$ cat src/rtl/scsi_regs_pkg.sv
package scsi_regs_pkg;
  localparam int DW = 16;

  localparam int OFF_DIAG  = 'h00;
  localparam int OFF_CTRL  = 'h0C;
  localparam int OFF_ID    = 'h10;
  localparam int OFF_SLC   = 'h14;
  localparam int OFF_DET   = 'h18;
  localparam int OFF_DATA  = 'h20;
  localparam int OFF_DMAC  = 'h24;
  localparam int OFF_CSTAT = 'h48;
  localparam int OFF_DSTAT = 'h4C;
  localparam int OFF_COMM  = 'h50;
  localparam int OFF_DCTL  = 'h54;

  // connection status fields
  localparam int CS_CSUM = 15;
  localparam int CS_DSUM = 14;
  localparam int CS_SCH  = 12;
  localparam int CS_CON  = 10;
  localparam int CS_SIP  = 1;
  localparam logic [DW-1:0] CS_KEEP = 16'h3BF7;
  localparam logic [DW-1:0] CS_W1C  = 16'h3B88;
  localparam logic [DW-1:0] CS_SRC  = 16'h3B80;

  // data status fields
  localparam int DS_TBE = 11;
  localparam logic [DW-1:0] DS_KEEP = 16'h0C17;
  localparam logic [DW-1:0] DS_W1C  = 16'h2C18;
  localparam logic [DW-1:0] DS_SRC  = 16'h2C10;

  // command fields
  localparam int CM_DMA  = 15;
  localparam int CM_DISC = 10;
  localparam int CM_SEL  = 8;
  localparam int CM_XFER = 7;
  localparam logic [DW-1:0] CM_RSTRQ_M = 16'h4000;

  localparam int CTRL_IE = 0;

  typedef enum logic [3:0] {
    SEL_NONE, SEL_DIAG, SEL_CTRL, SEL_ID, SEL_SLC, SEL_DET, SEL_DATA,
    SEL_DMAC, SEL_CSTAT, SEL_DSTAT, SEL_COMM, SEL_DCTL
  } reg_sel_e;
endpackage

$ cat src/rtl/scsi_reg_decode.sv
module scsi_reg_decode
  import scsi_regs_pkg::*;
#(
  parameter int ADDR_W = 7
) (
  input  logic [ADDR_W-1:0] addr,
  output reg_sel_e          sel
);
  logic [ADDR_W-3:0] widx;
  assign widx = addr[ADDR_W-1:2];

  always_comb begin
    sel = SEL_NONE;
    if (addr[1:0] == 2'b00) begin
      case (int'(widx))
        OFF_DIAG/4:  sel = SEL_DIAG;
        OFF_CTRL/4:  sel = SEL_CTRL;
        OFF_ID/4:    sel = SEL_ID;
        OFF_SLC/4:   sel = SEL_SLC;
        OFF_DET/4:   sel = SEL_DET;
        OFF_DATA/4:  sel = SEL_DATA;
        OFF_DMAC/4:  sel = SEL_DMAC;
        OFF_CSTAT/4: sel = SEL_CSTAT;
        OFF_DSTAT/4: sel = SEL_DSTAT;
        OFF_COMM/4:  sel = SEL_COMM;
        OFF_DCTL/4:  sel = SEL_DCTL;
        default:     sel = SEL_NONE;
      endcase
    end
  end
endmodule

$ cat src/rtl/scsi_tick_gen.sv
module scsi_tick_gen #(
  parameter int TICK_DIV = 1
) (
  input  logic clk,
  input  logic rst,
  output logic tick
);
  generate
    if (TICK_DIV <= 1) begin : g_every
      logic unused_tick_inputs;
      assign unused_tick_inputs = clk ^ rst;
      assign tick = 1'b1;
    end else begin : g_div
      localparam int CW = $clog2(TICK_DIV);
      logic [CW-1:0] cnt_q;
      always_ff @(posedge clk) begin
        if (rst) cnt_q <= '0;
        else if (cnt_q == CW'(TICK_DIV - 1)) cnt_q <= '0;
        else cnt_q <= cnt_q + 1'b1;
      end
      assign tick = (cnt_q == CW'(TICK_DIV - 1));
    end
  endgenerate
endmodule

$ cat src/rtl/scsi_status_core.sv
module scsi_status_core
  import scsi_regs_pkg::*;
(
  input  logic          clk,
  input  logic          rst,
  input  logic          tick,
  input  logic          wr_cstat,
  input  logic          wr_dstat,
  input  logic          wr_comm,
  input  logic [DW-1:0] wdata,
  output logic [DW-1:0] cstat_q,
  output logic [DW-1:0] dstat_q,
  output logic [DW-1:0] comm_q,
  output logic          sum_nx
);
  logic [DW-1:0] c_d, d_d, m_d;
  logic [2:0]    cnt_nx;
  logic          xfer_go, csum, dsum;

  always_comb begin
    c_d = cstat_q;
    if (wr_cstat)
      c_d = ((cstat_q & ~(wdata & CS_W1C)) & CS_KEEP) | (wdata & ~CS_W1C & ~CS_KEEP);
    d_d = dstat_q;
    if (wr_dstat)
      d_d = ((dstat_q & ~(wdata & DS_W1C)) & DS_KEEP) | (wdata & ~DS_W1C & ~DS_KEEP);
    cnt_nx = dstat_q[2:0] + {2'b00, tick};
    d_d[2:0] = cnt_nx;

    m_d = comm_q;
    if (comm_q[CM_DISC]) begin
      c_d[CS_CON] = 1'b0;
      c_d[CS_SIP] = 1'b0;
      if (cstat_q[CS_CON]) c_d[CS_SCH] = 1'b1;
      m_d[CM_DISC] = 1'b0;
    end
    if (comm_q[CM_SEL]) begin
      c_d[CS_SIP] = 1'b1;
      c_d[CS_CON] = 1'b0;
      m_d[CM_SEL] = 1'b0;
    end
    xfer_go = comm_q[CM_XFER] && !comm_q[CM_DMA]
           && (comm_q[6:4] == cstat_q[6:4])
           && (comm_q[1:0] == cnt_nx[1:0])
           && !c_d[CS_SIP];
    if (xfer_go) begin
      m_d[CM_XFER] = 1'b0;
      d_d[DS_TBE]  = 1'b1;
    end
    if (wr_comm) m_d = wdata & ~CM_RSTRQ_M;

    csum = |(c_d & CS_SRC);
    dsum = |(d_d & DS_SRC);
    c_d[CS_CSUM] = csum;
    c_d[CS_DSUM] = dsum;
    d_d[CS_CSUM] = csum;
    d_d[CS_DSUM] = dsum;
    sum_nx = csum | dsum;
  end

  always_ff @(posedge clk) begin
    if (rst) begin
      cstat_q <= '0;
      dstat_q <= '0;
      comm_q  <= '0;
    end else begin
      cstat_q <= c_d;
      dstat_q <= d_d;
      comm_q  <= m_d;
    end
  end

  assert_mirror_R4: assert property (@(posedge clk) disable iff (rst)
    cstat_q[15:14] == dstat_q[15:14]);
  assert_count_R11: assert property (@(posedge clk) disable iff (rst)
    tick |=> dstat_q[2:0] == $past(dstat_q[2:0]) + 3'd1);
  assert_norst_R10: assert property (@(posedge clk) disable iff (rst)
    !comm_q[14]);
  assert_select_R8: assert property (@(posedge clk) disable iff (rst)
    (comm_q[CM_SEL] && !wr_comm) |=> (cstat_q[CS_SIP] && !cstat_q[CS_CON] && !comm_q[CM_SEL]));
  assert_discon_R7: assert property (@(posedge clk) disable iff (rst)
    (comm_q[CM_DISC] && !comm_q[CM_SEL] && !wr_comm) |=> (!cstat_q[CS_CON] && !cstat_q[CS_SIP]));
  assert_blocked_R9: assert property (@(posedge clk) disable iff (rst)
    (comm_q[CM_XFER] && cstat_q[CS_SIP] && !comm_q[CM_DISC] && !wr_comm) |=> comm_q[CM_XFER]);
endmodule

$ cat src/rtl/scsi_stat_regs.sv
module scsi_stat_regs
  import scsi_regs_pkg::*;
#(
  parameter int ADDR_W   = 7,
  parameter int TICK_DIV = 1,
  parameter int ID_W     = 3,
  parameter int DMAC_W   = 2,
  parameter int DATA_B   = 8
) (
  input  logic              clk,
  input  logic              rst,
  input  logic              bus_en,
  input  logic              bus_we,
  input  logic [ADDR_W-1:0] bus_addr,
  input  logic [15:0]       bus_wdata,
  output logic [15:0]       bus_rdata,
  output logic              irq
);
  reg_sel_e sel;
  logic     wr, tick, sum_nx;
  logic [DW-1:0]     diag_q, ctrl_q, dctl_q, ctrl_d;
  logic [ID_W-1:0]   id_q, slc_q;
  logic [DMAC_W-1:0] dmac_q;
  logic [DATA_B-1:0] data_q;
  logic [DW-1:0]     cstat_q, dstat_q, comm_q;

  scsi_reg_decode #(.ADDR_W(ADDR_W)) u_dec (.addr(bus_addr), .sel(sel));
  scsi_tick_gen #(.TICK_DIV(TICK_DIV)) u_tick (.clk(clk), .rst(rst), .tick(tick));

  assign wr = bus_en && bus_we;

  scsi_status_core u_core (
    .clk(clk), .rst(rst), .tick(tick),
    .wr_cstat(wr && sel == SEL_CSTAT),
    .wr_dstat(wr && sel == SEL_DSTAT),
    .wr_comm (wr && sel == SEL_COMM),
    .wdata(bus_wdata),
    .cstat_q(cstat_q), .dstat_q(dstat_q), .comm_q(comm_q),
    .sum_nx(sum_nx)
  );

  assign ctrl_d = (wr && sel == SEL_CTRL) ? bus_wdata : ctrl_q;

  always_ff @(posedge clk) begin
    if (rst) begin
      diag_q <= '0; ctrl_q <= '0; dctl_q <= '0;
      id_q <= '0; slc_q <= '0; dmac_q <= '0; data_q <= '0;
      irq <= 1'b0;
    end else begin
      ctrl_q <= ctrl_d;
      irq    <= ctrl_d[CTRL_IE] && sum_nx;
      if (wr) begin
        case (sel)
          SEL_DIAG: diag_q <= bus_wdata;
          SEL_DCTL: dctl_q <= bus_wdata;
          SEL_ID:   id_q   <= bus_wdata[ID_W-1:0];
          SEL_SLC:  slc_q  <= bus_wdata[ID_W-1:0];
          SEL_DMAC: dmac_q <= bus_wdata[DMAC_W-1:0];
          SEL_DATA: data_q <= bus_wdata[DATA_B-1:0];
          default: ;
        endcase
      end
    end
  end

  always_comb begin
    case (sel)
      SEL_DIAG:  bus_rdata = diag_q;
      SEL_CTRL:  bus_rdata = ctrl_q;
      SEL_ID:    bus_rdata = DW'(id_q);
      SEL_SLC:   bus_rdata = DW'(slc_q);
      SEL_DATA:  bus_rdata = DW'(data_q);
      SEL_DMAC:  bus_rdata = DW'(dmac_q);
      SEL_CSTAT: bus_rdata = cstat_q;
      SEL_DSTAT: bus_rdata = dstat_q;
      SEL_COMM:  bus_rdata = comm_q;
      SEL_DCTL:  bus_rdata = dctl_q;
      default:   bus_rdata = '0;
    endcase
  end

  assert_irq_R5: assert property (@(posedge clk) disable iff (rst)
    irq == (ctrl_q[CTRL_IE] && (cstat_q[15] || dstat_q[14])));
  assert_unaligned_R1: assert property (@(posedge clk) disable iff (rst)
    (bus_addr[1:0] != 2'b00) |-> (bus_rdata == '0));
endmodule

$ cat config.mk
export PLATFORM = sky130hd
export DESIGN_NAME = scsi_stat_regs
export DESIGN_NICKNAME = d
export VERILOG_FILES = /design/src/rtl/scsi_regs_pkg.sv /design/src/rtl/scsi_reg_decode.sv /design/src/rtl/scsi_tick_gen.sv /design/src/rtl/scsi_status_core.sv /design/src/rtl/scsi_stat_regs.sv
export SDC_FILE = /design/constraint.sdc
export NUM_CORES = 1
export LEC_CHECK = 0
export ABC_AREA = 1
export ABC_CLOCK_PERIOD_IN_PS = 2200
export BUFFER_PORTS_ARGS = -buffer_cell sky130_fd_sc_hd__buf_2
export CAP_MARGIN = 10
export CORE_ASPECT_RATIO = 1.25
export CORE_UTILIZATION = 55
export DETAILED_ROUTE_END_ITERATION = 6
export PLACE_DENSITY = 0.75
export RECOVER_POWER = 25
export REMOVE_ABC_BUFFERS = 1
export SLEW_MARGIN = 10
export SYNTH_ARGS = -nofsm -noshare
export SYNTH_HDL_FRONTEND = slang
export SYNTH_SLANG_ARGS = --single-unit
$ cat constraint.sdc
create_clock -name clk -period 2.2 [get_ports clk]
set_clock_uncertainty 0.1 [all_clocks]
set_input_delay 0.22 -clock clk [delete_from_list [all_inputs] [get_ports clk]]
set_output_delay 0.22 -clock clk [all_outputs]
set_load 0.05 [all_outputs]
==> impl_metrics.env, run 1 <==
export IMPL_status="finished, violations left"
export IMPL_violations="negative setup slack"
export IMPL_antenna_found_initial=0
export IMPL_drive_gt1_share_pct=30.66
export IMPL_ys_seq_area_share_pct=44.55
export IMPL_port_buffers=43
export IMPL_worstSetupStartpointType="input pin"
export IMPL_clockBufferDepth=2
export IMPL_dpl_cell_area_um2=5366
export IMPL_dieArea_um2=8788
export IMPL_synth_edff_count=0
export IMPL_critPathSlowestCell="nor2_4"
export IMPL_initialDrtViolationCount=495
export IMPL_fin_crit_sh_pct=109.0
export IMPL_chipHeight_um=104.6
export IMPL_cts_root_buf="clkbuf_8"
export IMPL_grt_usage_pct=32.14
export IMPL_clock_fmax_ghz=0.4172
export IMPL_crit_type="in2out"
export IMPL_vias=5000
export IMPL_drv_cap=0
export IMPL_drc_errors=0
export IMPL_drt_total_wl_um=15390
export IMPL_via_per_inst=5.924
export IMPL_multi_input_area_um2=2469
export IMPL_clkSlewWorstSetupHoldPaths_ns=0.08
export IMPL_crit_path_end_kind="output port"
export IMPL_final_area_um2=6325
export IMPL_worst_path_largest_cell_delay_ns=0.26
export IMPL_seq_area_um2=2062
export IMPL_clock_sinks=103
export IMPL_tns_ns=-2.043
export IMPL_p_leak_nw=2.558
export IMPL_area_growth_pct=36.66
export IMPL_postRouteAntennaNets=0
export IMPL_hold_viol_final=0
export IMPL_powerDensity_nw_per_um2=537.3
export IMPL_crit_fanout=6
export IMPL_worstMarginPinSlew_ns=0.5863
export IMPL_placedCellCount=810
export IMPL_cp_required_ns=1.88
export IMPL_place_ws_ns=-0.3726
export IMPL_final_cells=844
export IMPL_diodes=0
export IMPL_gp_congestion=0.9486
export IMPL_rows=37
export IMPL_postLayoutCoreUtil_pct=77.19
export IMPL_ys_flop_type="dfxtp_1"
export IMPL_drtPass1Iterations=7
export IMPL_cp_cell_sequence="buf_2 -> inv_2 -> nor2_1 -> nand2_2 -> nor2_4 -> buf_4 -> nor3_4 -> buf_12 -> a32oi_1 -> nand4_1 -> buf_6"
export IMPL_grt_pass1_wl_um=22130
export IMPL_clock_latency_ns=0.38
export IMPL_die_x_um=84.05
export IMPL_ys_types=35
export IMPL_hold_class="in2reg"
export IMPL_wl_per_cell_um=18.23
export IMPL_fillers=548
export IMPL_design_core_area_um2=8194
export IMPL_rsz0062_at_grt="true"
export IMPL_grt_pass1_vias=4648
export IMPL_avgSynthCellArea_um2=7.288
export IMPL_layout_setup_ws_ns=-0.1971
export IMPL_ys_ff_latch=103
export IMPL_drv_slew=0
export IMPL_reg2regPathDepth=9
export IMPL_maxSlewHeadroom_pct=61.08
export IMPL_hpwl_um=9268
export IMPL_start_util_pct=56.48
export IMPL_pin_count=44
export IMPL_setup_violations_final=16
export IMPL_fin_nets=779
export IMPL_grt_max_degree=46
export IMPL_ys_async_sr_fraction_pct=0
export IMPL_grt_overflow=0
export IMPL_cts_tree="done"
export IMPL_cts_made_buffers=9
export IMPL_synth_cells=635
export IMPL_whs_path_depth=3
export IMPL_period_minus_slack_ns=2.397
export IMPL_cts_hold_buf=0
export IMPL_cp_data_arrival_time_ns=2.08
export IMPL_peakVddDrop_mv=0.4715
export IMPL_syn_area_um2=4628
export IMPL_yosysWarnings=0
export IMPL_htree_num_levels=3
[cell usage in the layout (no fill, tap or decap), types with 4 or more instances in the layout]
| cell | synthesis | routed |
|---|---|---|
| a21oi_1 | 75 | 70 |
| a22oi_2 | 0 | 6 |
| buf_12 | 0 | 8 |
| buf_2 | 12 | 23 |
| buf_4 | 2 | 66 |
| buf_6 | 3 | 27 |
| clkbuf_1 | 12 | 4 |
| clkbuf_8 | 0 | 10 |
| dfxtp_1 | 103 | 103 |
| ha_4 | 0 | 5 |
| inv_1 | 78 | 68 |
| inv_2 | 10 | 11 |
| nand2_1 | 89 | 65 |
| nand2_2 | 4 | 19 |
| nand2_4 | 0 | 8 |
| nand3_1 | 16 | 13 |
| nand4_1 | 10 | 10 |
| nor2_1 | 76 | 74 |
| nor2_2 | 5 | 5 |
| nor2_4 | 3 | 5 |
| o21ai_0 | 62 | 51 |
| o21ai_1 | 26 | 33 |
| o22ai_1 | 15 | 12 |
[state kept, by name, indices dropped and copies added (netlist names)]
register	count
irq	1
u_core.cstat_q	10
diag_q	16
data_q	8
dmac_q	2
id_q	3
u_core.comm_q	15
ctrl_q	16
dctl_q	16
slc_q	3
u_core.dstat_q	13
[path summary, 6_finish.rpt]
kind / start / to / slack [ns]
worst max register to register: u_core.dstat_q[0]$_SDFF_PP0_ / irq$_SDFF_PP0_ / 0.23
worst min-delay path: bus_wdata[14] / ctrl_q[14]$_SDFFE_PP0P_ / 0.04
worst min register to register: dctl_q[12]$_SDFFE_PP0P_ / dctl_q[12]$_SDFFE_PP0P_ / 0.36
worst max-delay path: bus_addr[6] / bus_rdata[15] / -0.20
[per-stage QoR]
step                total power [mW]  hold WS [ns]
detailed placement             2.178        0.3410
floorplan                      2.053        0.1867
global placement               2.170        0.3301
CTS                            3.349       0.02363
finish                         3.398       0.03799
global route                   3.515       0.02619
[kinds of logic (layout without fill, tap and decap cells)]
kind of cell               after synthesis  count (layout)  share of synthesized area, %
AOI/OAI and AO/OA                      195             195                         22.55
xor gates and xnor gates                 1               1                        0.1893
adders and majority gates                8               8                         2.163
buffers and inverters                  117             229                         10.46
DFF                                    103             103                         44.55
and+or+nand+nor                        211             211                         20.09
[critical path: cells and delay by family]
family | cells | cell delay, ns
AO/OA/AOI/OAI | 1 | 0.25
buffers and inverters | 5 | 0.80
AND/OR/NAND/NOR | 5 | 0.80
[power by group]
group	internal [mW]	total (mW)	switching, mW
registers	1.88	1.89	0.0108
clock network	0.548	1.16	0.617
logic	0.130	0.344	0.215
total	2.56	3.40	0.842
[final cells by class]
cell class	count	area share [%]
Multi-Input combinational cell	415	39.03
Sequential cell	103	32.60
Timing Repair Buffer	127	17.69
Inverter	88	5.935
Clock buffer	13	2.354
Tap cell	97	1.919
Clock inverter	1	0.4748
[per-layer routing]
metal  global-route usage (%)  share of wire [%]  vias to the layer above
met2                    54.92                 49                      276
met4                    17.49                6.1                        0
li1                         -                  -                     2306
met1                    37.73                 37                     2329
met3                    6.240                8.0                       89
met5                        0                  0                        -
[synth_stat cells, types with 10 or more instances]
master,instances,area share (%)
a21oi_1,75,8.1
buf_2,12,1.3
clkbuf_1,12,0.97
dfxtp_1,103,45
inv_1,78,6.3
inv_2,10,0.81
nand2_1,89,7.2
nand3_1,16,1.7
nand4_1,10,1.4
nor2_1,76,6.2
o21ai_0,62,6.7
o21ai_1,26,2.8
o22ai_1,15,2.0
[repair_timing]
action / 4_1_cts / 5_1_grt
setup buffers: 13 / 6
setup endpoints to repair: 16 / 27
gates resized for setup: 96 / 75
hold endpoints to repair: 0 / 0
cloned: 1 / 1
pin swaps: 20 / 41
Note: power is estimated with default switching activity, not from simulation.
==> inputs of run 2 (changes only) <==
- CTS_CLUSTER_SIZE: not set -> 24
- PLACE_DENSITY: 0.75 -> 0.73
==> run 2 against run 1 <==
Compared with the run above:
- the flow still finishes with violations (negative setup slack)
- count of clock-buffer cells in the layout down 2
- final cell count down 0.36%
- routed wire length down 11%
- register-to-register slack better by 0.11 ns
- utilization down 1.5 points
- combinational power down 9.0%
- final area down 1.9%
- non-clock buffer count down 6
- first-iteration DRC count down 41%
- critical path type unchanged
- critical endpoint is now bus_rdata[1]
- largest power group unchanged
==> impl_metrics.env, run 2 (same netlist as run 1, synthesis figures left out) <==
export IMPL_status="finished, violations left"
export IMPL_wl_per_cell_um=16.27
export IMPL_whs_path_depth=3
export IMPL_crit_buf_inv=7
export IMPL_grt_busiest_layer="met2"
export IMPL_grt_max_degree=81
export IMPL_design_core_area_um2=8194
export IMPL_port_buffers=43
export IMPL_hold_slack_ns=0.01715
export IMPL_crit_fanout=4
export IMPL_drc_errors=0
export IMPL_cp_data_arrival_time_ns=2.10
export IMPL_fillers=581
export IMPL_drtPass1Iterations=7
export IMPL_clock_fmax_ghz=0.4137
export IMPL_hold_viol_final=0
export IMPL_layout_common_cells="103 x dfxtp_1, 80 x nand2_1, 76 x nor2_1"
export IMPL_drt_total_wl_um=13680
export IMPL_hold_class="in2reg"
export IMPL_cts_made_buffers=9
export IMPL_peakVddDrop_mv=0.4584
export IMPL_via_per_inst=5.598
export IMPL_final_cells=841
export IMPL_dieArea_um2=8788
export IMPL_area_growth_pct=34.06
export IMPL_cp_required_ns=1.88
export IMPL_powerDensity_nw_per_um2=537.9
export IMPL_grt_pass1_wl_um=22380
export IMPL_path_common_cell="nand2_1"
export IMPL_rrSetupSlack_ns=0.34
export IMPL_maxSlewHeadroom_pct=54.66
export IMPL_reg2regPathDepth=9
export IMPL_pin_count=44
export IMPL_antenna_found_initial=0
export IMPL_rr_startpoint="u_core.dstat_q[0]$_SDFF_PP0_"
export IMPL_clockBufferDepth=2
export IMPL_crit_path_end_kind="output port"
export IMPL_reg_top3="ctrl_q (16), dctl_q (16), diag_q (16)"
export IMPL_cp_cell_sequence="buf_12 -> buf_6 -> ha_4 -> nand2_2 -> nand2_1 -> nand3_1 -> nand2_1 -> nand2_2 -> inv_2 -> buf_6 -> nand3_4 -> buf_12 -> clkinvlp_4 -> nand2_1 -> nand2_1 -> nor2_2 -> o2111ai_2 -> buf_4"
export IMPL_power_mw=3.337
export IMPL_drv_slew=0
export IMPL_rows=37
export IMPL_htree_num_levels=3
export IMPL_crit_type="in2out"
export IMPL_diodes=0
export IMPL_postRouteAntennaNets=0
export IMPL_fin_crit_sh_pct=109.9
export IMPL_final_common_cell="dfxtp_1"
export IMPL_layout_setup_ws_ns=-0.2173
export IMPL_min_to="ctrl_q[15]$_SDFFE_PP0P_"
export IMPL_clkSlewWorstSetupHoldPaths_ns=0.09
export IMPL_clock_latency_ns=0.38
export IMPL_worst_path_largest_cell_delay_ns=0.21
export IMPL_setup_violations_final=16
export IMPL_drive_gt1_share_pct=27.96
export IMPL_vias=4708
export IMPL_placedCellCount=809
export IMPL_grt_use_met3_pct=5.529
export IMPL_cts_tree="done"
export IMPL_met2_usage_pct=56.15
export IMPL_clock_sinks=103
export IMPL_critPathSlowestCell="buf_4"
export IMPL_rsz0062_at_grt="true"
export IMPL_r2r_end="irq$_SDFF_PP0_"
export IMPL_use_met1_pct=39.29
export IMPL_cts_root_buf="clkbuf_8"
export IMPL_drv_cap=0
export IMPL_hpwl_um=8837
export IMPL_chipHeight_um=104.6
export IMPL_grt_pass1_vias=4571
export IMPL_start_util_pct=56.48
export IMPL_grt_usage_pct=32.57
export IMPL_gp_congestion=0.9038
export IMPL_worstMarginPinSlew_ns=0.6801
export IMPL_violations="negative setup slack"
export IMPL_crit_family="buffers and inverters"
export IMPL_tns_ns=-2.594
export IMPL_grt_overflow=0
export IMPL_hp_start="bus_wdata[15]"
export IMPL_p_leak_nw=2.474
export IMPL_period_minus_slack_ns=2.417
export IMPL_worstSetupStartpointType="input pin"
export IMPL_die_x_um=84.05
export IMPL_postLayoutCoreUtil_pct=75.72
export IMPL_initialDrtViolationCount=290
export IMPL_fin_nets=774
-- run 2: what timing repair did --
action,in CTS,in global routing
hold endpoints to repair,1,0
setup endpoints to repair,16,19
gates resized for setup,108,28
buffers inserted,11,2
cloned,3,0
hold buffers,1,0
pin swaps,38,25
-- run 2: final cells by class --
| class | instances | area [um^2] | area share, % |
|---|---|---|---|
| clock buffer | 11 | 141.4 | 2.279 |
| clock inverter | 5 | 42.54 | 0.6856 |
| inverter | 88 | 366.6 | 5.908 |
| multi-input combinational | 415 | 2370 | 38.19 |
| sequential | 103 | 2062 | 33.23 |
| tap | 97 | 121.4 | 1.956 |
| timing repair buffer | 121 | 1094 | 17.62 |
| timing repair inverter | 1 | 7.507 | 0.1210 |
-- run 2: routing by layer --
layer | routed length, um | share of wire, %
met1 | 5642 | 41
met2 | 6723 | 49
met3 | 735 | 5.4
met4 | 582 | 4.3
met5 | 0 | 0
-- run 2: metrics by stage --
stage / instance area (um^2) / setup WS (ns)
finish: 6205 / -0.2173
detailed placement: 5359 / -0.3413
floorplan: 4474 / -0.5568
CTS: 6093 / -0.1597
global route: 6205 / -0.2999
global placement: 5359 / -0.2688
-- run 2: where the power goes --
group          internal [mW]  switching (mW)  total (mW)
sequential              1.88         0.00980        1.89
clock                  0.453           0.683        1.14
combinational          0.126           0.187       0.313
total                   2.46           0.880        3.34
-- run 2: worst max-delay path by stage --
stage	startpoint	end	cells after the start	slack, ns
after detailed placement	bus_addr[3]	bus_rdata[11]	16	-0.34
after CTS	bus_addr[3]	bus_rdata[13]	21	-0.16
after floorplan	bus_addr[3]	bus_rdata[13]	12	-0.56
after global routing	bus_addr[2]	bus_rdata[3]	19	-0.30
final	bus_addr[3]	bus_rdata[1]	18	-0.22
after global placement	bus_addr[3]	bus_rdata[0]	15	-0.27
-- run 2: worst reg2reg max path, delay by kind of cell, from the launching register on --
kind / cells / cell delay (ns)
AND/OR/NAND/NOR: 6 / 0.68
adder cells (fa/ha/maj): 1 / 0.30
flip-flops: 1 / 0.44
AO/OA/AOI/OAI: 2 / 0.25
